## src/rtl/asram_pkg.sv

```systemverilog
package asram_pkg;

    typedef enum logic [2:0] {
        ST_IDLE  = 3'd0,
        ST_ADDR  = 3'd1,
        ST_READ  = 3'd2,
        ST_WRITE = 3'd3,
        ST_RECOV = 3'd4
    } seq_state_e;

    function automatic int max_int(input int a, input int b);
        return (a > b) ? a : b;
    endfunction

endpackage

```

## src/rtl/asram_wait_cnt.sv

```systemverilog
module asram_wait_cnt #(
    parameter int CNT_W = 3
) (
    input  logic             clk,
    input  logic             rst_n,
    input  logic             load,
    input  logic [CNT_W-1:0] load_val,
    output logic             zero
);

    logic [CNT_W-1:0] cnt_d;
    logic [CNT_W-1:0] cnt_q;

    always_comb begin
        cnt_d = cnt_q;
        if (load) begin
            cnt_d = load_val;
        end else if (cnt_q != '0) begin
            cnt_d = cnt_q - 1'b1;
        end
    end

    always_ff @(posedge clk or negedge rst_n) begin
        if (!rst_n) begin
            cnt_q <= '0;
        end else begin
            cnt_q <= cnt_d;
        end
    end

    assign zero = (cnt_q == '0);

    // A loaded count never grows until the next load
    AST_CNT_NO_WRAP: assert property (@(posedge clk) disable iff (!rst_n)
        (!$past(load) && $past(cnt_q) == '0) |-> cnt_q == '0);

endmodule

```

## src/rtl/asram_lanes.sv

```systemverilog
module asram_lanes #(
    parameter int LANES  = 2,
    parameter int LANE_W = 8
) (
    input  logic [LANES-1:0]        lane_en,
    input  logic [LANES*LANE_W-1:0] bus_in,
    output logic [LANES-1:0]        strobe_n,
    output logic [LANES*LANE_W-1:0] bus_masked
);

    for (genvar g = 0; g < LANES; g++) begin : g_lane
        assign strobe_n[g] = ~lane_en[g];
        assign bus_masked[g*LANE_W +: LANE_W] =
            lane_en[g] ? bus_in[g*LANE_W +: LANE_W] : '0;
    end

endmodule

```

## src/rtl/asram_seq.sv

```systemverilog
module asram_seq
    import asram_pkg::*;
#(
    parameter int ADDR_W      = 17,
    parameter int DATA_W      = 16,
    parameter int LANES       = 2,
    parameter int READ_CYCLES = 6,
    parameter int WE_CYCLES   = 5,
    parameter int CNT_W       = 3
) (
    input  logic              clk,
    input  logic              rst_n,
    input  logic              req_valid,
    output logic              req_ready,
    input  logic              req_we,
    input  logic [ADDR_W-1:0] req_addr,
    input  logic [DATA_W-1:0] req_wdata,
    input  logic [LANES-1:0]  req_be,
    output logic [DATA_W-1:0] rd_data,
    output logic              rd_valid,
    output logic [LANES-1:0]  cur_be,
    input  logic [LANES-1:0]  lane_strobe_n,
    input  logic [DATA_W-1:0] lane_rdata,
    output logic              cnt_load,
    output logic [CNT_W-1:0]  cnt_val,
    input  logic              cnt_zero,
    output logic [ADDR_W-1:0] sram_addr,
    output logic              sram_ce_n,
    output logic              sram_ce2,
    output logic              sram_oe_n,
    output logic              sram_we_n,
    output logic [LANES-1:0]  sram_bs_n,
    output logic [DATA_W-1:0] sram_dq_o,
    output logic              sram_dq_oe
);

    localparam logic [CNT_W-1:0] RD_LOAD = CNT_W'(READ_CYCLES - 1);
    localparam logic [CNT_W-1:0] WE_LOAD = CNT_W'(WE_CYCLES - 1);
    localparam logic [CNT_W:0]   RD_FULL = (CNT_W+1)'(READ_CYCLES);
    localparam logic [CNT_W:0]   WE_FULL = (CNT_W+1)'(WE_CYCLES);

    typedef struct packed {
        seq_state_e        st;
        logic [ADDR_W-1:0] addr;
        logic [DATA_W-1:0] wdata;
        logic [LANES-1:0]  be;
        logic              we_op;
        logic              ce_n;
        logic              ce2;
        logic              oe_n;
        logic              we_n;
        logic [LANES-1:0]  bs_n;
        logic              dq_oe;
        logic [DATA_W-1:0] rdata;
        logic              rvalid;
    } seq_reg_t;

    localparam seq_reg_t RESET_VAL = '{
        st:     ST_IDLE,
        addr:   '0,
        wdata:  '0,
        be:     '0,
        we_op:  1'b0,
        ce_n:   1'b1,
        ce2:    1'b0,
        oe_n:   1'b1,
        we_n:   1'b1,
        bs_n:   '1,
        dq_oe:  1'b0,
        rdata:  '0,
        rvalid: 1'b0
    };

    seq_reg_t r_d;
    seq_reg_t r_q;

    always_comb begin
        r_d        = r_q;
        r_d.rvalid = 1'b0;
        cnt_load   = 1'b0;
        cnt_val    = '0;
        case (r_q.st)
            ST_IDLE: begin
                if (req_valid) begin
                    if (req_be == '0) begin
                        if (!req_we) begin
                            r_d.rvalid = 1'b1;
                            r_d.rdata  = '0;
                        end
                    end else begin
                        r_d.st    = ST_ADDR;
                        r_d.addr  = req_addr;
                        r_d.wdata = req_wdata;
                        r_d.be    = req_be;
                        r_d.we_op = req_we;
                    end
                end
            end
            ST_ADDR: begin
                r_d.ce_n = 1'b0;
                r_d.ce2  = 1'b1;
                r_d.bs_n = lane_strobe_n;
                cnt_load = 1'b1;
                if (r_q.we_op) begin
                    r_d.st   = ST_WRITE;
                    r_d.we_n = 1'b0;
                    cnt_val  = WE_LOAD;
                end else begin
                    r_d.st   = ST_READ;
                    r_d.oe_n = 1'b0;
                    cnt_val  = RD_LOAD;
                end
            end
            ST_READ: begin
                if (cnt_zero) begin
                    r_d.rdata  = lane_rdata;
                    r_d.rvalid = 1'b1;
                    r_d.ce_n   = 1'b1;
                    r_d.ce2    = 1'b0;
                    r_d.oe_n   = 1'b1;
                    r_d.bs_n   = '1;
                    r_d.st     = ST_IDLE;
                end
            end
            ST_WRITE: begin
                r_d.dq_oe = 1'b1;
                if (cnt_zero) begin
                    r_d.we_n = 1'b1;
                    r_d.ce_n = 1'b1;
                    r_d.ce2  = 1'b0;
                    r_d.bs_n = '1;
                    r_d.st   = ST_RECOV;
                end
            end
            ST_RECOV: begin
                r_d.dq_oe = 1'b0;
                r_d.st    = ST_IDLE;
            end
            default: begin
                r_d = RESET_VAL;
            end
        endcase
    end

    always_ff @(posedge clk or negedge rst_n) begin
        if (!rst_n) begin
            r_q <= RESET_VAL;
        end else begin
            r_q <= r_d;
        end
    end

    assign req_ready  = (r_q.st == ST_IDLE);
    assign rd_data    = r_q.rdata;
    assign rd_valid   = r_q.rvalid;
    assign cur_be     = r_q.be;
    assign sram_addr  = r_q.addr;
    assign sram_ce_n  = r_q.ce_n;
    assign sram_ce2   = r_q.ce2;
    assign sram_oe_n  = r_q.oe_n;
    assign sram_we_n  = r_q.we_n;
    assign sram_bs_n  = r_q.bs_n;
    assign sram_dq_o  = r_q.wdata;
    assign sram_dq_oe = r_q.dq_oe;

    // Window-length trackers used only by the checks below
    logic [CNT_W:0] we_lo_q;
    logic [CNT_W:0] oe_lo_q;

    always_ff @(posedge clk or negedge rst_n) begin
        if (!rst_n) begin
            we_lo_q <= '0;
            oe_lo_q <= '0;
        end else begin
            we_lo_q <= sram_we_n ? '0 : we_lo_q + 1'b1;
            oe_lo_q <= sram_oe_n ? '0 : oe_lo_q + 1'b1;
        end
    end

    AST_ADDR_HELD: assert property (@(posedge clk) disable iff (!rst_n)
        (!sram_ce_n && !$past(sram_ce_n)) |-> $stable(sram_addr));
    AST_ADDR_LEADS_CE: assert property (@(posedge clk) disable iff (!rst_n)
        $fell(sram_ce_n) |-> $stable(sram_addr));
    AST_CE2_PAIRED: assert property (@(posedge clk) disable iff (!rst_n)
        !sram_ce_n |-> (sram_ce2 && sram_bs_n != '1));
    AST_RD_WIDTH: assert property (@(posedge clk) disable iff (!rst_n)
        $rose(sram_oe_n) |-> oe_lo_q == RD_FULL);
    AST_WE_WIDTH: assert property (@(posedge clk) disable iff (!rst_n)
        $rose(sram_we_n) |-> (we_lo_q == WE_FULL && sram_ce_n));
    AST_NO_OE_IN_WRITE: assert property (@(posedge clk) disable iff (!rst_n)
        !sram_we_n |-> sram_oe_n);
    AST_DRV_AFTER_WE: assert property (@(posedge clk) disable iff (!rst_n)
        $fell(sram_we_n) |-> !sram_dq_oe);
    AST_DRV_HOLD: assert property (@(posedge clk) disable iff (!rst_n)
        $rose(sram_we_n) |-> sram_dq_oe);
    AST_DRV_RELEASE: assert property (@(posedge clk) disable iff (!rst_n)
        $rose(sram_we_n) |=> !sram_dq_oe);
    AST_READY_QUIET: assert property (@(posedge clk) disable iff (!rst_n)
        req_ready |-> (sram_ce_n && sram_we_n && sram_oe_n));

endmodule

```

## src/rtl/asram_ctrl.sv

```systemverilog
module asram_ctrl
    import asram_pkg::*;
#(
    parameter int ADDR_W      = 17,
    parameter int DATA_W      = 16,
    parameter int READ_CYCLES = 6,
    parameter int WE_CYCLES   = 5
) (
    input  logic              clk,
    input  logic              rst_n,
    input  logic              req_valid,
    output logic              req_ready,
    input  logic              req_we,
    input  logic [ADDR_W-1:0] req_addr,
    input  logic [DATA_W-1:0] req_wdata,
    input  logic [DATA_W/8-1:0] req_be,
    output logic [DATA_W-1:0] rd_data,
    output logic              rd_valid,
    output logic [ADDR_W-1:0] sram_addr,
    output logic              sram_ce_n,
    output logic              sram_ce2,
    output logic              sram_oe_n,
    output logic              sram_we_n,
    output logic [DATA_W/8-1:0] sram_bs_n,
    output logic [DATA_W-1:0] sram_dq_o,
    input  logic [DATA_W-1:0] sram_dq_i,
    output logic              sram_dq_oe
);

    localparam int LANES = DATA_W / 8;
    localparam int CNT_W = $clog2(max_int(READ_CYCLES, WE_CYCLES) + 1);

    logic [LANES-1:0]  cur_be;
    logic [LANES-1:0]  lane_strobe_n;
    logic [DATA_W-1:0] lane_rdata;
    logic              cnt_load;
    logic [CNT_W-1:0]  cnt_val;
    logic              cnt_zero;

    asram_lanes #(
        .LANES  (LANES),
        .LANE_W (8)
    ) u_lanes (
        .lane_en    (cur_be),
        .bus_in     (sram_dq_i),
        .strobe_n   (lane_strobe_n),
        .bus_masked (lane_rdata)
    );

    asram_wait_cnt #(
        .CNT_W (CNT_W)
    ) u_cnt (
        .clk      (clk),
        .rst_n    (rst_n),
        .load     (cnt_load),
        .load_val (cnt_val),
        .zero     (cnt_zero)
    );

    asram_seq #(
        .ADDR_W      (ADDR_W),
        .DATA_W      (DATA_W),
        .LANES       (LANES),
        .READ_CYCLES (READ_CYCLES),
        .WE_CYCLES   (WE_CYCLES),
        .CNT_W       (CNT_W)
    ) u_seq (
        .clk           (clk),
        .rst_n         (rst_n),
        .req_valid     (req_valid),
        .req_ready     (req_ready),
        .req_we        (req_we),
        .req_addr      (req_addr),
        .req_wdata     (req_wdata),
        .req_be        (req_be),
        .rd_data       (rd_data),
        .rd_valid      (rd_valid),
        .cur_be        (cur_be),
        .lane_strobe_n (lane_strobe_n),
        .lane_rdata    (lane_rdata),
        .cnt_load      (cnt_load),
        .cnt_val       (cnt_val),
        .cnt_zero      (cnt_zero),
        .sram_addr     (sram_addr),
        .sram_ce_n     (sram_ce_n),
        .sram_ce2      (sram_ce2),
        .sram_oe_n     (sram_oe_n),
        .sram_we_n     (sram_we_n),
        .sram_bs_n     (sram_bs_n),
        .sram_dq_o     (sram_dq_o),
        .sram_dq_oe    (sram_dq_oe)
    );

endmodule

```

## config.mk

```make
export PLATFORM = sky130hd
export DESIGN_NAME = asram_ctrl
export DESIGN_NICKNAME = d
export VERILOG_FILES = /design/src/rtl/asram_pkg.sv /design/src/rtl/asram_wait_cnt.sv /design/src/rtl/asram_lanes.sv /design/src/rtl/asram_seq.sv /design/src/rtl/asram_ctrl.sv
export SDC_FILE = /design/constraint.sdc
export NUM_CORES = 1
export LEC_CHECK = 0
export ABC_AREA = 1
export BUFFER_PORTS_ARGS = -buffer_cell sky130_fd_sc_hd__buf_2
export CAP_MARGIN = 10
export CORE_AREA = 3 3 86 88
export CTS_CLUSTER_DIAMETER = 200
export DETAILED_ROUTE_END_ITERATION = 16
export DIE_AREA = 0 0 89 91
export GPL_ROUTABILITY_DRIVEN = 0
export PLACE_DENSITY = 0.76
export SLEW_MARGIN = 40
export SYNTH_ARGS = -nofsm -noshare
export SYNTH_HDL_FRONTEND = slang
export SYNTH_HIERARCHICAL = 1
export SYNTH_SLANG_ARGS = --single-unit
```

## constraint.sdc

```tcl
create_clock -name clk -period 2 [get_ports clk]
set_clock_uncertainty 0.2 [all_clocks]
set_input_delay 0.1 -clock clk [delete_from_list [all_inputs] [get_ports clk]]
set_output_delay 0.1 -clock clk [all_outputs]
set_load 0.02 [all_outputs]
```

## After elaboration in Yosys (flattened, before gate mapping)

Cells that the tools add are included.

| cells by class | value |
|---|---|
| bitwise logic cells | 7 |
| add/sub/neg operators | 1 |
| equal/unequal tests | 12 |
| reduce and logical (&&, ||, !) cells | 17 |
| mux-type cells | 30 |

Operator list:

| kind | number |
|---|---|
| two-way mux 39 bit | 2 |
| case mux 36 bit (2 select lines) | 1 |
| two-way mux 17 bit | 4 |
| case mux 17 bit (3 select lines) | 1 |
| two-way mux 3 bit | 7 |
| two-way mux 8 bit | 2 |
| case mux 2 bit (4 select lines) | 2 |
| inequality test 2 bit, second input constant | 6 |
| case mux 3 bit (4 select lines) | 1 |
| AND reduction 3 bit | 4 |
| OR reduction 3 bit | 4 |
| NOT 1 bit | 7 |
| equality test 3 x 2 -> 1 bit, second input constant | 2 |
| zero test 3 bit | 2 |
| case mux 1 bit (3 select lines) | 2 |
| two-way mux 1 bit | 5 |
| AND reduction 5 bit | 1 |
| two-way mux 2 bit | 2 |
| inequality test 2 x 1 -> 1 bit, second input constant | 2 |
| AND reduction 4 bit | 1 |
| OR reduction 4 bit | 1 |
| equality test 3 x 1 -> 1 bit, second input constant | 1 |
| equality test 3 bit, second input constant | 1 |
| nonzero test 3 bit | 1 |
| other kinds (5) | 5 |

| word-level totals | value |
|---|---|
| word-level logic and storage cells | 81 |
| bits of input ports | 55 |
| output and inout port bits | 58 |
| flip-flop bits (word level) | 66 |

## Depth between registers and ports, before layout

Gate-level depths: netlist of the first run.

| logic depth | value |
|---|---|
| depth in word-level cells | 4 |
| depth in mapped cells | 10 |
| mapped depth without buffers | 10 |

## By module

Netlist of the first run, hierarchy kept.

Modules (own cells, without submodules):

| module | cells each | times used | area an instance (µm²) | sequential area each (µm²) |
|---|---|---|---|---|
| asram_seq | 353 | 1 | 3,046.7 | 1,582.8 |
| asram_wait_cnt | 32 | 1 | 207.7 | 75.1 |
| asram_lanes | 36 | 1 | 150.1 | 0.0 |

## Worst setup path before layout of the first run

No wires, ideal clock.

| path | value |
|---|---|
| kind | reg2reg |
| start | register u_cnt.cnt_q[0] |
| end | register u_seq.r_q, in the netlist u_seq/rd_data[10] |
| path slack | 0.362 ns |
| stages on the path, launching flop included | 11 |
| period minus slack after synthesis | 1.638 ns |
| data required time | 1.684 ns |
| data arrival time | 1.322 ns |
| path buffers | 1 |
| setup time | 0.116 ns |
| cells stage by stage | dfrtp_1 inv_1 ha_1 inv_1 nor2_2 inv_1 nand3_2 nand3_2 buf_6 nand2_1 nand2_1 |

| on the way | value |
|---|---|
| cells in the longest elaborated chain, start to end | 3 |

Ends and longest elaborated chain:

| what | RTL line | source |
|---|---|---|
| start: declaration | asram_wait_cnt.sv:12 | `logic [CNT_W-1:0] cnt_q;` |
| start signal: assignment | asram_wait_cnt.sv:27 | `cnt_q <= cnt_d;` |
| zero test 3 bit | asram_wait_cnt.sv:31 | `assign zero = (cnt_q == '0);` |
| via cnt_zero | asram_ctrl.sv:38 | `logic cnt_zero;` |
| inequality test 2 bit (no source line) | -- |  |
| AND reduction 5 bit (no source line) | -- |  |
| end signal: assignment | asram_seq.sv:149 | `r_q <= r_d;` |
| end: declaration | asram_seq.sv:75 | `seq_reg_t r_q;` |

The timed path passes the listed nets, and every way through them passes these cells.
A chain may end at the register's enable or synchronous reset.

## Final worst setup path of the first run

| path | value |
|---|---|
| start | register u_seq/r_q[62] (netlist name) |
| end | output port req_ready |

| on the way | value |
|---|---|
| cells in the longest elaborated chain, start to end | 1 |

Ends and longest elaborated chain:

| what | RTL line | source |
|---|---|---|
| zero test 3 bit | asram_seq.sv:153 | `assign req_ready = (r_q.st == ST_IDLE);` |
| end: declaration | asram_ctrl.sv:12 | `output logic req_ready,` |

Every way passes these cells.

==> impl_metrics.py, run 1 <==
metrics = {
    "outcome": {
        "outcome": "finished, final reports clean",
    },
    "global_routing": {
        "overflow": 0,
        "track_usage_pct": 21.0,
        "grt_pass1_wl_mm": 13.4,
        "grt_pass1_vias": 2991,
        "antenna_found_initial": 0,
        "grt_max_degree": 67,
    },
    "cells_and_area": {
        "drive_above_1_share_pct": 27.5,
        "n_antenna_cell": 0,
        "multi_input_area_sq_mm": 0.00109,
        "finalNonFillerCells": 615,
        "fin_area_sq_mm": 0.00438,
        "nNetsFinal": 588,
        "register_area_sq_mm": 0.00166,
        "num-fill-cells": 527,
        "area_delta_synth_final_pct": 28.7,
    },
    "yosys": {
        "syn-num-nets": 478,
        "synthCells": 421,
        "synth_cell_types": 19,
        "yosysTopAreaCellShare_pct": 44.8,
        "synth_area_sq_mm": 0.00340,
        "synth.avg_cell_area_sq_um": 8.09,
        "synthTopCellsByArea": "dfrtp_1 (45%), nand2_1 (15%), buf_4 (12%)",
        "synth_top_area_cell": "dfrtp_1",
        "yosysSeqAreaShare_pct": 48.7,
        "ys_seq_elements": 66,
        "ys_warn_count": 6,
    },
    "cts": {
        "cts_tree": "yes",
        "clock_path_buffers": 2,
        "htreeDepth": 3,
        "cts_root_buf": "clkbuf_8",
        "numCtsBuffers": 9,
        "postCtsSetupRepairBufs": 0,
        "clk_latency_ns": 0.33,
        "clk_pin_slew_ns": 0.07,
        "cts_sinks": 66,
    },
    "route": {
        "drc": 0,
        "via_per_inst": 4.83,
        "drt_iter0_markers": 153,
        "drtPass1Iterations": 4,
        "routed_wl_mm": 8.24,
        "antenna_left": 0,
        "wl_per_cell_um": 13.4,
        "vias": 2973,
    },
    "place": {
        "port_buffers": 112,
        "hpwl_mm": 4.97,
        "placed_area_sq_mm": 0.00361,
        "placed_cells": 546,
    },
    "setup_path": {
        "cp_slowest_stage_delay_ns": 0.46,
        "reg2reg_slack_ns": 0.24,
        "path_class": "reg2out",
        "r2r_cells": 9,
        "required_ns": 1.70,
        "path_cells": "nor2_4 > nand2_2 > inv_2 > buf_8 > buf_2",
        "rr_startpoint": "u_cnt/cnt_q[0]",
        "r2r-end": "u_seq/rd_data[14]",
        "cp_max_fo": 37,
        "worst_path_max_delay_cell": "dfrtp_1",
        "end_kind": "output port",
        "critPathArrivalTime_ns": 1.61,
        "start_kind": "register",
    },
    "timing": {
        "finalMaxSlewViolations": 0,
        "finalCritPeriodShare_pct": 95.5,
        "setup_viol": 0,
        "min_period_ns": 1.91,
        "worst_hold_slack_ns": 0.114,
        "fmaxAchievable_mhz": 523,
        "finalHoldViolations": 0,
        "setup-tns-final_ns": 0,
    },
    "worst_hold_path": {
        "min_path_type": "in2async",
    },
    "power": {
        "total_power_mw": 6.40,
        "cellLeakagePower_nw": 2.59,
        "powerDensity_mw_per_mm2": 1460,
        "peakVddDrop_mv": 0.604,
    },
    "die": {
        "row_count": 30,
        "die-area_sq_mm": 0.00810,
        "die_h_um": 91,
        "io_pins": 113,
        "start_util_pct": 50.7,
        "core-area_sq_mm": 0.00672,
        "die_w_um": 89,
    },
    "job": {
        "maxCapViolations": 0,
    },
}
==> power breakdown <==
part	total (mW)	switching, mW	leakage (nW)	internal [mW]
Clock	1.24	0.473	0.110	0.765
Combinational	2.92	1.93	1.64	0.992
Sequential	2.24	0.356	0.843	1.89
==> metrics by stage <==
stage               setup WS [ns]  utilization [%]
floorplan                   0.362                -
global placement            0.217             53.7
detailed placement          0.132             53.7
CTS                        0.0362             65.0
global route             -0.00392             65.2
finish                     0.0894             65.2
==> worst max-delay path by stage <==
stage / to / slack (ns) / from
after detailed placement: u_seq/rd_data[14] / 0.13 / u_cnt/cnt_q[0]
after global routing: req_ready / -0.004 / u_seq/r_q[62]
after global placement: u_seq/rd_data[12] / 0.22 / u_cnt/cnt_q[0]
after CTS: req_ready / 0.04 / u_seq/r_q[62]
after floorplan: u_seq/rd_data[10] / 0.36 / u_cnt/cnt_q[0]
final: req_ready / 0.09 / u_seq/r_q[62]
==> metal layers <==
metal	up-vias	wire length, um	part of all wire [%]	track usage [%]
met4	0	161	2.0	10.8
met5	-	0	0	0
li1	1476	-	-	-
met3	15	453	5.5	3.99
met1	1377	3370	41	24.5
met2	105	4250	52	35.7
==> registers in the layout, indices dropped and copies added (netlist names) <==
register	flops
u_seq/rd_data	16
u_seq/sram_we_n	1
u_seq/sram_oe_n	1
u_seq/sram_addr	17
u_seq/sram_dq_o	16
u_seq/rd_valid	1
u_cnt/cnt_q	3
u_seq/cur_be	2
u_seq/sram_ce2	1
u_seq/sram_dq_oe	1
u_seq/r_q	4
u_seq/sram_bs_n	2
u_seq/sram_ce_n	1
==> cells by family after synthesis <==
| logic type | count (synthesis) | share of synthesized area [%] |
|---|---|---|
| buf+inv | 109 | 19.6 |
| fa+ha+maj | 2 | 0.735 |
| simple gates | 234 | 29.6 |
| flops | 66 | 48.7 |
| other cells | 1 | 0.110 |
| compound gates | 9 | 1.32 |
==> cell usage in the layout (no fill, tap or decap) <==
master and n:
buf_4 3, nand2_1 134, buf_8 1, buf_2 112, ha_1 2, bufinv_16 2
nand4_1 1, clkbuf_8 11, inv_1 32, nor2_1 13, nand2_2 2, nor2_2 2
conb_1 1, dlygate4sd3_1 54, a21oi_1 6, clkbuf_1 2, buf_12 2, nor2_4 1
dfstp_2 5, nand3_1 79, inv_2 4, dfrtp_1 61, nand3_4 1, nand3_2 1
o21ai_0 3
==> repair_timing <==
item / 4_1_cts / 5_1_grt
resized for setup: 1 / 2
hold buffers: 54 / 0
setup endpoints to repair: 1 / 17
hold endpoints to repair: 119 / 0
==> synthesized netlist by cell type (all sizes together) <==
cell type  count
nand3         81
o21ai          3
buf           73
inv           36
conb           1
nand2        136
a21oi          6
dfrtp         61
nor2          16
dfstp          5
ha             2
nand4          1
==> final cells by class <==
type	count	area share [%]
Clock buffer	13	3.63
Clock inverter	2	1.37
Inverter	36	3.08
Multi-Input combinational cell	246	24.9
Sequential cell	66	37.8
Tap cell	80	2.28
Timing Repair Buffer	172	26.9
==> worst max-delay path, delay by kind of cell (launching register included) <==
| family | cells | cell delay [ns] |
|---|---|---|
| buffers and inverters | 3 | 0.53 |
| flip-flops | 1 | 0.46 |
| AND/OR/NAND/NOR | 2 | 0.27 |
(Power assumes the default switching activity.)
==> run 2: changes to the inputs <==
- CORE_AREA: 3 3 86 88 -> 3 3 85 87
- DIE_AREA: 0 0 89 91 -> 0 0 88 90
- PLACE_DENSITY: 0.76 -> 0.75
- SYNTH_HIERARCHICAL: 1 -> not set
==> impl_metrics.py, run 2 <==
metrics = {
    "die": {
        "row_count": 29,
        "start_util_pct": 50.4,
        "core-area_sq_mm": 0.00642,
        "die-area_sq_mm": 0.00792,
        "die_h_um": 90,
        "io_pins": 113,
        "die_w_um": 88,
    },
    "route": {
        "drt_iter0_markers": 131,
        "wl_per_cell_um": 14.0,
        "antenna_left": 0,
        "vias": 2829,
        "drc": 0,
        "via_per_inst": 4.95,
        "drtPass1Iterations": 4,
        "routed_wl_mm": 7.97,
    },
    "place": {
        "dp_slack_ns": 0.281,
        "port_buffers": 112,
        "placed_cells": 500,
        "hpwl_mm": 4.98,
    },
    "cells_and_area": {
        "multi_input_area_sq_mm": 0.00103,
        "num-fill-cells": 533,
        "layout_commonest_cell": "buf_2",
        "largest_register_ffs": 17,
        "n_antenna_cell": 0,
        "finalNonFillerCells": 571,
        "register_area_sq_mm": 0.00166,
        "area_delta_synth_final_pct": 31.6,
        "layout_common_cells": "buf_2 (112), nand3_1 (94), nand2_1 (86)",
        "drive_above_1_share_pct": 30.8,
        "nNetsFinal": 546,
    },
    "timing": {
        "worstMarginPinSlew_ns": 0.365,
        "setup_ws_ns": 0.118,
        "worst_hold_slack_ns": 0.0984,
        "setup-tns-final_ns": 0,
        "fmaxAchievable_mhz": 531,
        "worst_slew_margin_rel_pct": 75.7,
        "finalHoldViolations": 0,
        "min_period_ns": 1.88,
        "rsz0062_at_grt": "false",
        "finalCritPeriodShare_pct": 94.1,
        "setup_viol": 0,
        "finalMaxSlewViolations": 0,
    },
    "yosys": {
        "synth.avg_cell_area_sq_um": 8.74,
        "synthCells": 370,
        "synth_area_sq_mm": 0.00323,
        "synthTopCellsByArea": "dfrtp_1 (47%), nand3_1 (15%), buf_4 (13%)",
        "ys_top_cells_by_count": "nand3_1 (94), nand2_1 (86), dfrtp_1 (61)",
        "synth_most_common_cell": "nand3_1",
        "ys_seq_elements": 66,
        "syn-num-nets": 427,
        "synth_cell_types": 25,
        "synth-edff-count": 0,
        "yosys_most_used_dff": "dfrtp_1",
        "yosysTopAreaCellShare_pct": 47.2,
        "yosysSeqAreaShare_pct": 51.3,
        "ys_warn_count": 0,
        "synth_top_area_cell": "dfrtp_1",
        "async_flop_share_pct": 100,
    },
    "setup_path": {
        "path_class": "reg2out",
        "end_kind": "output port",
        "cp_max_fo": 36,
        "required_ns": 1.70,
        "start_kind": "register",
        "critPathArrivalTime_ns": 1.58,
    },
    "power": {
        "powerDensity_mw_per_mm2": 1460,
        "peakVddDrop_mv": 0.893,
        "cellLeakagePower_nw": 2.39,
    },
    "global_routing": {
        "grt_pass1_wl_mm": 13.0,
        "grt_pass1_vias": 2830,
        "track_usage_pct": 20.8,
        "grt_max_degree": 43,
        "overflow": 0,
        "antenna_found_initial": 0,
    },
    "cts": {
        "clock_path_buffers": 2,
        "clk_latency_ns": 0.33,
        "cts_tree": "yes",
        "clk_pin_slew_ns": 0.07,
        "htreeDepth": 3,
        "cts_root_buf": "clkbuf_8",
        "numCtsBuffers": 9,
        "cts_sinks": 66,
    },
    "job": {
        "maxCapViolations": 0,
    },
    "worst_hold_path": {
        "min_path_type": "in2async",
    },
    "outcome": {
        "outcome": "finished, final reports clean",
    },
}
[run 2: kinds of logic after synthesis]
| group | Yosys count | share of synthesized area (%) |
|---|---|---|
| compound gates | 13 | 2.36 |
| simple gates | 202 | 28.4 |
| xor+xnor | 1 | 0.271 |
| buf+inv | 86 | 16.9 |
| flops | 66 | 51.3 |
| fa+ha+maj | 2 | 0.774 |
[run 2: what timing repair did]
action,in CTS,in global routing
hold buffers,55,0
gates resized for setup,0,2
endpoints found under the hold margin,119,0
buffers inserted,0,0
endpoints found under the setup margin,0,1
[run 2: cell type report]
type	instances	area share, %
clock inverters	3	1.53
clock buffers	13	3.26
well taps	77	2.26
multi-input cells	218	24.2
inverters	19	1.68
flip-flops and latches	66	39.0
repair buffers	175	28.1
[run 2: per-layer routing]
metal / GRT usage (%) / vias up / share of wire [%]
met5: 0 / - / 0
li1: - / 1387 / -
met3: 4.94 / 8 / 6.5
met2: 34.3 / 94 / 49
met1: 26.0 / 1340 / 43
met4: 8.06 / 0 / 1.1
[run 2: worst max-delay path, stage by stage (launching register included)]
cell and delay, ns:
dfrtp_1 0.45, nor2_4 0.17, nand2_1 0.11, inv_2 0.11, buf_12 0.20, buf_2 0.19
[run 2: path summary, 6_finish.rpt]
check	depth (start not counted)	start	slack, ns	end
max	5	u_seq.r_q[60]	0.12	req_ready
min	3	rst_n	0.1	u_seq.sram_dq_o[1]
max reg2reg	6	u_seq.r_q[60]	0.29	u_seq.r_q[24]
min reg2reg	2	u_seq.sram_ce_n	0.26	u_seq.sram_ce_n
max in group asynchronous	3	rst_n	1.04	u_seq.sram_dq_o[14]
min in group clk	2	u_seq.sram_ce_n	0.26	u_seq.sram_ce_n
[run 2: per-stage QoR]
step / utilization (%) / instance area, sq um / total power [mW]
finish: 66.3 / 4260 / 6.23
floorplan: - / 3230 / 4.62
CTS: 66.2 / 4250 / 6.26
global placement: 54.5 / 3500 / 4.91
global route: 66.3 / 4260 / 6.68
detailed placement: 54.5 / 3500 / 4.97
[run 2: power breakdown]
group | switching [mW] | leakage, nW | total, mW | internal [mW]
logic | 1.85 | 1.45 | 2.82 | 0.966
registers | 0.346 | 0.841 | 2.24 | 1.90
clock network | 0.470 | 0.102 | 1.17 | 0.703
